## src/rtl/e3_align_supervisor.sv

```systemverilog
module e3_align_supervisor #(
  parameter int LIM_LONG  = 24,
  parameter int LIM_SHORT = 8,
  localparam int CW = $clog2(LIM_LONG + 1)
) (
  input  logic       clk,
  input  logic       rst_n,
  input  logic       frm_tick,
  input  logic       fa_ok,
  input  logic       pos_moved,
  input  logic       los_in,
  input  logic       ais_in,
  input  logic       pldu_in,
  input  logic       tmark_in,
  input  logic       ferf_in,
  input  logic       reg_we,
  input  logic       reg_re,
  input  logic [1:0] reg_addr,
  input  logic [7:0] reg_wdata,
  output logic [7:0] reg_rdata,
  output logic       oof_o,
  output logic       lof_o,
  output logic       align_hold,
  output logic       irq_o
);

  localparam logic [CW-1:0] LONG_M1  = CW'(LIM_LONG - 1);
  localparam logic [CW-1:0] SHORT_M1 = CW'(LIM_SHORT - 1);

  typedef enum logic [1:0] {ST_HUNT, ST_CONF, ST_LOCK, ST_OOF} st_t;

  st_t           st, st_n;
  logic [CW-1:0] cnt, cnt_n;
  logic          err_q, err_n;
  logic          oof_n, lof_n;
  logic          cofa_ev;
  logic          los_q, ais_q;
  logic          lim_sel;
  logic [4:0]    ien, flags;
  logic [4:0]    ev;
  logic          rd_clr;
  logic          unused_wd;

  wire [CW-1:0] lim_m1 = lim_sel ? SHORT_M1 : LONG_M1;

  always_comb begin
    st_n    = st;
    cnt_n   = cnt;
    err_n   = err_q;
    oof_n   = oof_o;
    lof_n   = lof_o;
    cofa_ev = 1'b0;
    if (frm_tick) begin
      case (st)
        ST_HUNT: if (fa_ok) st_n = ST_CONF;
        ST_CONF: begin
          if (fa_ok) begin
            st_n    = ST_LOCK;
            oof_n   = 1'b0;
            lof_n   = 1'b0;
            err_n   = 1'b0;
            cofa_ev = pos_moved;
          end else begin
            st_n = ST_HUNT;
          end
        end
        ST_LOCK: begin
          if (fa_ok) begin
            err_n = 1'b0;
          end else if (err_q) begin
            st_n  = ST_OOF;
            oof_n = 1'b1;
            cnt_n = '0;
            err_n = 1'b0;
          end else begin
            err_n = 1'b1;
          end
        end
        ST_OOF: begin
          if (fa_ok) begin
            st_n  = ST_LOCK;
            oof_n = 1'b0;
          end else if (cnt == lim_m1) begin
            st_n  = ST_HUNT;
            lof_n = 1'b1;
            cnt_n = '0;
          end else begin
            cnt_n = cnt + 1'b1;
          end
        end
      endcase
    end
  end

  assign ev     = {cofa_ev, oof_n != oof_o, lof_n != lof_o, los_in != los_q, ais_in != ais_q};
  assign rd_clr = reg_re && (reg_addr == 2'd2);

  always_ff @(posedge clk) begin
    if (!rst_n) begin
      st      <= ST_HUNT;
      cnt     <= '0;
      err_q   <= 1'b0;
      oof_o   <= 1'b1;
      lof_o   <= 1'b1;
      los_q   <= 1'b0;
      ais_q   <= 1'b0;
      lim_sel <= 1'b0;
      ien     <= '0;
      flags   <= '0;
    end else begin
      st    <= st_n;
      cnt   <= cnt_n;
      err_q <= err_n;
      oof_o <= oof_n;
      lof_o <= lof_n;
      los_q <= los_in;
      ais_q <= ais_in;
      flags <= (rd_clr ? 5'd0 : flags) | ev;
      if (reg_we && reg_addr == 2'd0) lim_sel <= reg_wdata[7];
      if (reg_we && reg_addr == 2'd1) ien <= reg_wdata[4:0];
    end
  end

  always_comb begin
    case (reg_addr)
      2'd0:    reg_rdata = {lim_sel, lof_o, oof_o, los_q, ais_q, pldu_in, tmark_in, ferf_in};
      2'd1:    reg_rdata = {3'b000, ien};
      2'd2:    reg_rdata = {3'b000, flags};
      default: reg_rdata = 8'h00;
    endcase
  end

  assign align_hold = (st == ST_LOCK) || (st == ST_OOF);
  assign irq_o      = |(flags & ien);
  assign unused_wd  = ^reg_wdata[6:5];

endmodule

```

## config.mk

```make
export PLATFORM = sky130hd
export DESIGN_NAME = e3_align_supervisor
export DESIGN_NICKNAME = d
export VERILOG_FILES = /design/src/rtl/e3_align_supervisor.sv
export SDC_FILE = /design/constraint.sdc
export NUM_CORES = 1
export LEC_CHECK = 0
export BUFFER_PORTS_ARGS = -buffer_cell sky130_fd_sc_hd__buf_2
export CELL_PAD_IN_SITES_DETAIL_PLACEMENT = 1
export CELL_PAD_IN_SITES_GLOBAL_PLACEMENT = 1
export CORE_MARGIN = 2
export CORE_UTILIZATION = 37
export DETAILED_ROUTE_END_ITERATION = 8
export HOLD_SLACK_MARGIN = 0.05
export PLACE_DENSITY = 0.82
export SLEW_MARGIN = 25
export SYNTH_ARGS = -nofsm -noshare
export SYNTH_HDL_FRONTEND = slang
export SYNTH_SLANG_ARGS = --single-unit
```

## constraint.sdc

```tcl
create_clock -name clk -period 1.6 [get_ports clk]
set_clock_uncertainty 0.2 [all_clocks]
set_input_delay 0.08 -clock clk [delete_from_list [all_inputs] [get_ports clk]]
set_output_delay 0.08 -clock clk [all_outputs]
set_load 0.01 [all_outputs]
```

* Word level (Yosys, flattened, before mapping)
Cells that the tools add are included.
Operators by class: add/sub/neg operators 1, equality and inequality tests 16, bitwise operators 2, reductions and logical operators 13, muxes and demuxes 32
Operator list (number):
- 5-bit two-way mux | 6
- 8-bit case mux with 3 select lines | 1
- 1-bit two-way mux | 14
- 2-bit two-way mux | 6
- 2-bit inequality test (second input constant) | 5
- 5-bit case mux with 2 select lines | 1
- 5-bit AND reduction | 2
- 2-bit case mux with 4 select lines | 1
- 2-bit == test (second input constant) | 3
- 1-bit case mux with 2 select lines | 3
- 5-bit by 1-bit adder with 5-bit output (second input constant) | 1
- 5-bit bitwise AND | 1
- 5-bit == test | 1
- 5-bit bitwise OR | 1
- 5-bit OR reduction | 1
- 2-bit by 1-bit == test with 1-bit output (second input constant) | 2
- 2-bit logical NOT | 2
- 1-bit inequality test | 4
- 2-bit nonzero test | 2
- 1-bit logical AND | 3
- 3-bit inequality test (second input constant) | 1
- 3-bit AND reduction | 1
- 2-bit OR reduction | 1
- 1-bit logical OR | 1
Storage, ports and cells: input bits 22, bits in registers 23, logic and storage cells 74, output and inout port bits 12

* Longest topological paths before layout
depth after elaboration 8, gate-level depth with buffers 5, gate-level depth less buffers 4

* Worst setup path before layout
OpenSTA, ideal clock, no wires.
kind register to register, start point register cnt[0], end point register st[0], clock period less this slack 1369 ps, slack 231 ps, stages on the path, launching flop included 5, library setup time 115 ps, data required time 1285 ps, arrival 1054 ps, path through dfxtp_1 ha_1 nand4b_2 nor3b_1 o21a_1
Between the ends: cells in the longest elaborated chain, start to end 3
Ends and longest elaborated chain:
- start, declared | RTL line 33 | logic [CW-1:0] cnt, cnt_n;
- start signal, assigned | RTL line 112 | cnt <= cnt_n;
- 5-bit == test | RTL line 83 | end else if (cnt == lim_m1) begin
- 3-bit inequality test (no source line)
- 5-bit AND reduction (no source line)
- end signal, assigned | RTL line 111 | st <= st_n;
- end, declared | RTL line 32 | st_t st, st_n;
No other way between the ends. A chain may end at the register's enable or synchronous reset.

* Worst setup path after layout
start point register ien[3], end point output irq_o
Between the ends: cells in the longest elaborated chain, start to end 2
Ends and longest elaborated chain:
- start, declared | RTL line 39 | logic [4:0] ien, flags;
- start signal, assigned | RTL line 120 | if (reg_we && reg_addr == 2'd1) ien <= reg_wdata[4:0];
- 5-bit bitwise AND | RTL line 134 | assign irq_o = |(flags & ien);
- 5-bit OR reduction | RTL line 134
- end, declared | RTL line 24 | output logic irq_o
No other way between the ends.

==> results.md <==
Outcome
- **status** complete, no violations

CTS
- **Clock Root Buffer** sky130_fd_sc_hd__clkbuf_4
- **Post CTS Setup Buffer Count** 0
- **Clock H-tree levels** 1
- **clock-pin slew reported for the worst setup and hold paths after clock tree synthesis** 130 ps
- **number of buffers added by the clock tree synthesis step** 3
- **Max clock buf depth** 2
- **TritonCTS sink count** 23
- **insertion delay of the later-clocked pin in the worst-skew pair** 310 ps
- **clock tree from TritonCTS** done

Timing
- **max-slew violation count** 0
- **worst-case headroom to the max-slew limit** 0.751
- **f_max** 643 MHz
- **number of hold violations in the final report** 0
- **slew at the pin closest to its max-slew limit** 372 ps
- **final worst-path cycle share** 0.972
- **RSZ-0062 raised after global routing** true
- **setup-violating endpoint count in the final report** 0
- **crit path time final** 1560 ps

Finish
- **Fillers** 386
- **fraction of final layout cells sized beyond drive strength 1** 0.266
- **# nets final** 212
- **Syn-to-layout area delta** 31.8%
- **most common library cell in the layout ignoring fill and taps** sky130_fd_sc_hd__buf_2
- **most used cells in the layout excluding fill and tap cells** sky130_fd_sc_hd__buf_2, sky130_fd_sc_hd__nand2_1, sky130_fd_sc_hd__dfxtp_1, sky130_fd_sc_hd__dlygate4sd3_1, sky130_fd_sc_hd__mux2i_1
- **# diodes** 0
- **area of all placed cells without fillers** 1630 µm²
- **final standard cell count with taps included and fillers excluded** 232

Power
- **worst vdd ir** 0.319 mV
- **Leakage** 0.732 nW
- **ratio of total power to cell area** 654 nW/µm²

GRT
- **global router's overall resource usage** 0.197
- **antenna violations before repair** 0
- **GRT Residual Overflow** 0
- **wire length of the first global-routing pass** 5610 µm
- **number of global-route vias before repair** 1290
- **largest net degree at the start of global routing** 26

Synthesis
- **number of nets produced by synthesis** 164
- **summed instance area of the synthesized netlist** 1240 µm²
- **number of warnings printed during yosys synthesis** 0
- **count of flip-flops with a built-in enable after synthesis** 0
- **top flip-flop cell by instance count after synthesis** sky130_fd_sc_hd__dfxtp_1
- **distinct cell type count after synthesis** 41
- **per-instance average area after synthesis** 8.77 µm²
- **share of flip-flops with an asynchronous set or reset** 0
- **number of instances in the synthesized netlist** 141
- **Yosys reg bits** 23
- **fraction of the yosys area taken by sequential cells** 0.372

Route
- **final routed wirelength across all metal layers** 3490 µm
- **number of remaining DRC errors** 0
- **Routed met2 length** 1750 µm
- **met3 routed WL** 134 µm
- **antenna viol nets, final** 0
- **number of iterations in the first detailed-routing pass** 4
- **First DRT Iteration DRCs** 57
- **vias per inst** 5.28
- **met1 wire length** 1560 µm
- **vias after detailed routing** 1226
- **routed length per placed instance** 15.0 µm
- **max layer used** met4

Floorplanning
- **Core ar.** 3130 µm²
- **starting density of the core** 0.395
- **Rows** 20
- **Die Span Y** 61.8 µm
- **Die Footprint** 3820 µm²
- **I/O Pins** 34
- **die width** 61.8 µm

Worst setup path
- **CP Capture Type** output pin
- **Max FO, Critical Path** 3
- **worst endpoint required time** 1320 ps
- **start-to-end type of the worst setup path** flop to output pin
- **arrival time of the worst setup path** 1280 ps
- **maximum single-stage delay on the critical path** 360 ps
- **CP cell instances** a222oi_1, nand2_1, buf_2
- **Crit-path slowest cell** sky130_fd_sc_hd__a222oi_1
- **launching element type of the critical path** flop

Placed design
- **total cell area at the placement stage** 1450 µm²
- **IO buf count** 31
- **HPWL reported at the end of detailed placement** 2440 µm
- **number of cells in the design after placement** 213
- **GPL Wtd Cong** 0.814

Job
- **number of maximum-capacitance violations** 0

Worst hold path
- **class of the tightest hold or removal check** input port to flop

[flip-flops by register name (all words and copies together), names as in the netlist, named ones only]
register and count:
ais_q 1, cnt 5, err_q 1, flags 5
ien 5, lim_sel 1, lof_o 1, los_q 1
oof_o 1, st 1
[per-stage QoR]
| stage | setup WS [ps] | setup TNS, ps | util | power [W] | hold slack [ps] |
|---|---|---|---|---|---|
| finish | 44.3 | 0 | 0.521 | 0.00107 | 127 |
| global placement | 163 | 0 | 0.462 | 0.000768 | 110 |
| CTS | 4.41 | 0 | 0.519 | 0.00107 | 138 |
| floorplan | 231 | 0 | - | 0.000712 | 1.71 |
| global route | -36.3 | -36.3 | 0.521 | 0.00112 | 169 |
| detailed placement | 43.8 | 0 | 0.462 | 0.000776 | 112 |
[critical path: cells and delay by family, from the launching register on]
kind / cells / cell delay, ps
DFF: 1 / 350
and+or+nand+nor: 1 / 100
buffers and inverters: 1 / 150
AOI/OAI and AO/OA: 1 / 360
[what timing repair did]
item,4_1_cts,5_1_grt
setup endpoints to repair,0,5
hold buffers,15,0
resized for setup,0,5
hold endpoints to repair,19,0
[cells in the mapped netlist (2+ instances only)]
cell type / count / area, µm²
sky130_fd_sc_hd__a22o_1: 2 / 17.5
sky130_fd_sc_hd__mux2i_1: 10 / 100
sky130_fd_sc_hd__buf_2: 3 / 15.0
sky130_fd_sc_hd__o31ai_1: 2 / 15.0
sky130_fd_sc_hd__a31oi_1: 4 / 25.0
sky130_fd_sc_hd__xor2_1: 3 / 26.3
sky130_fd_sc_hd__clkbuf_1: 4 / 15.0
sky130_fd_sc_hd__a21oi_1: 3 / 15.0
sky130_fd_sc_hd__a21boi_0: 3 / 22.5
sky130_fd_sc_hd__nor2b_1: 9 / 56.3
sky130_fd_sc_hd__and2_1: 5 / 31.3
sky130_fd_sc_hd__dfxtp_1: 23 / 460
sky130_fd_sc_hd__nor2_1: 4 / 15.0
sky130_fd_sc_hd__nand2_1: 19 / 71.3
sky130_fd_sc_hd__nand3b_1: 2 / 15.0
sky130_fd_sc_hd__o21ai_0: 8 / 40.0
sky130_fd_sc_hd__nand3_1: 8 / 40.0
sky130_fd_sc_hd__o21a_1: 2 / 15.0
sky130_fd_sc_hd__a22oi_1: 3 / 22.5
sky130_fd_sc_hd__o211ai_1: 3 / 22.5
[worst paths after layout]
| path | from | endpoint | slack (ps) | cells past startpoint |
|---|---|---|---|---|
| min | reg_addr[1] | lim_sel$_SDFFE_PN0P_ | 130 | 5 |
| max reg2reg | lim_sel$_SDFFE_PN0P_ | flags[2]$_SDFF_PN0_ | 130 | 4 |
| max | ien[3]$_SDFFE_PN0P_ | irq_o | 40 | 3 |
| min reg2reg | cnt[4]$_SDFFE_PN0P_ | cnt[4]$_SDFFE_PN0P_ | 280 | 1 |
[per-layer routing]
metal	global-route usage	vias to the layer above
li1	-	605
met2	0.359	36
met1	0.235	580
met3	0.0290	5
met4	0.0638	0
met5	0	-
[report_power, final]
| part | total [W] | internal (W) | switching (W) |
|---|---|---|---|
| Sequential | 0.000611 | 0.000591 | 0.0000199 |
| Clock | 0.000272 | 0.0000975 | 0.000174 |
| Combinational | 0.000183 | 0.0000960 | 0.0000866 |
[area by class of cell]
| cell class | instances | area, µm² | share of cell area |
|---|---|---|---|
| tap | 44 | 55.1 | 0.0338 |
| clock buffer | 4 | 26.3 | 0.0161 |
| timing repair buffer | 51 | 343 | 0.210 |
| multi-input combinational | 109 | 734 | 0.451 |
| inverter | 1 | 3.75 | 0.00230 |
| sequential | 23 | 467 | 0.286 |
[cell families (layout without fill, tap and decap cells)]
family / count (synthesis) / after routing / share of synthesized area
compound gates: 36 / 36 / 0.200
fa+ha+maj: 1 / 1 / 0.0101
xor+xnor: 3 / 3 / 0.0213
mux: 10 / 10 / 0.0810
simple gates: 59 / 59 / 0.281
flops: 23 / 23 / 0.372
buf+inv: 9 / 56 / 0.0334
(Power assumes the default switching activity.)
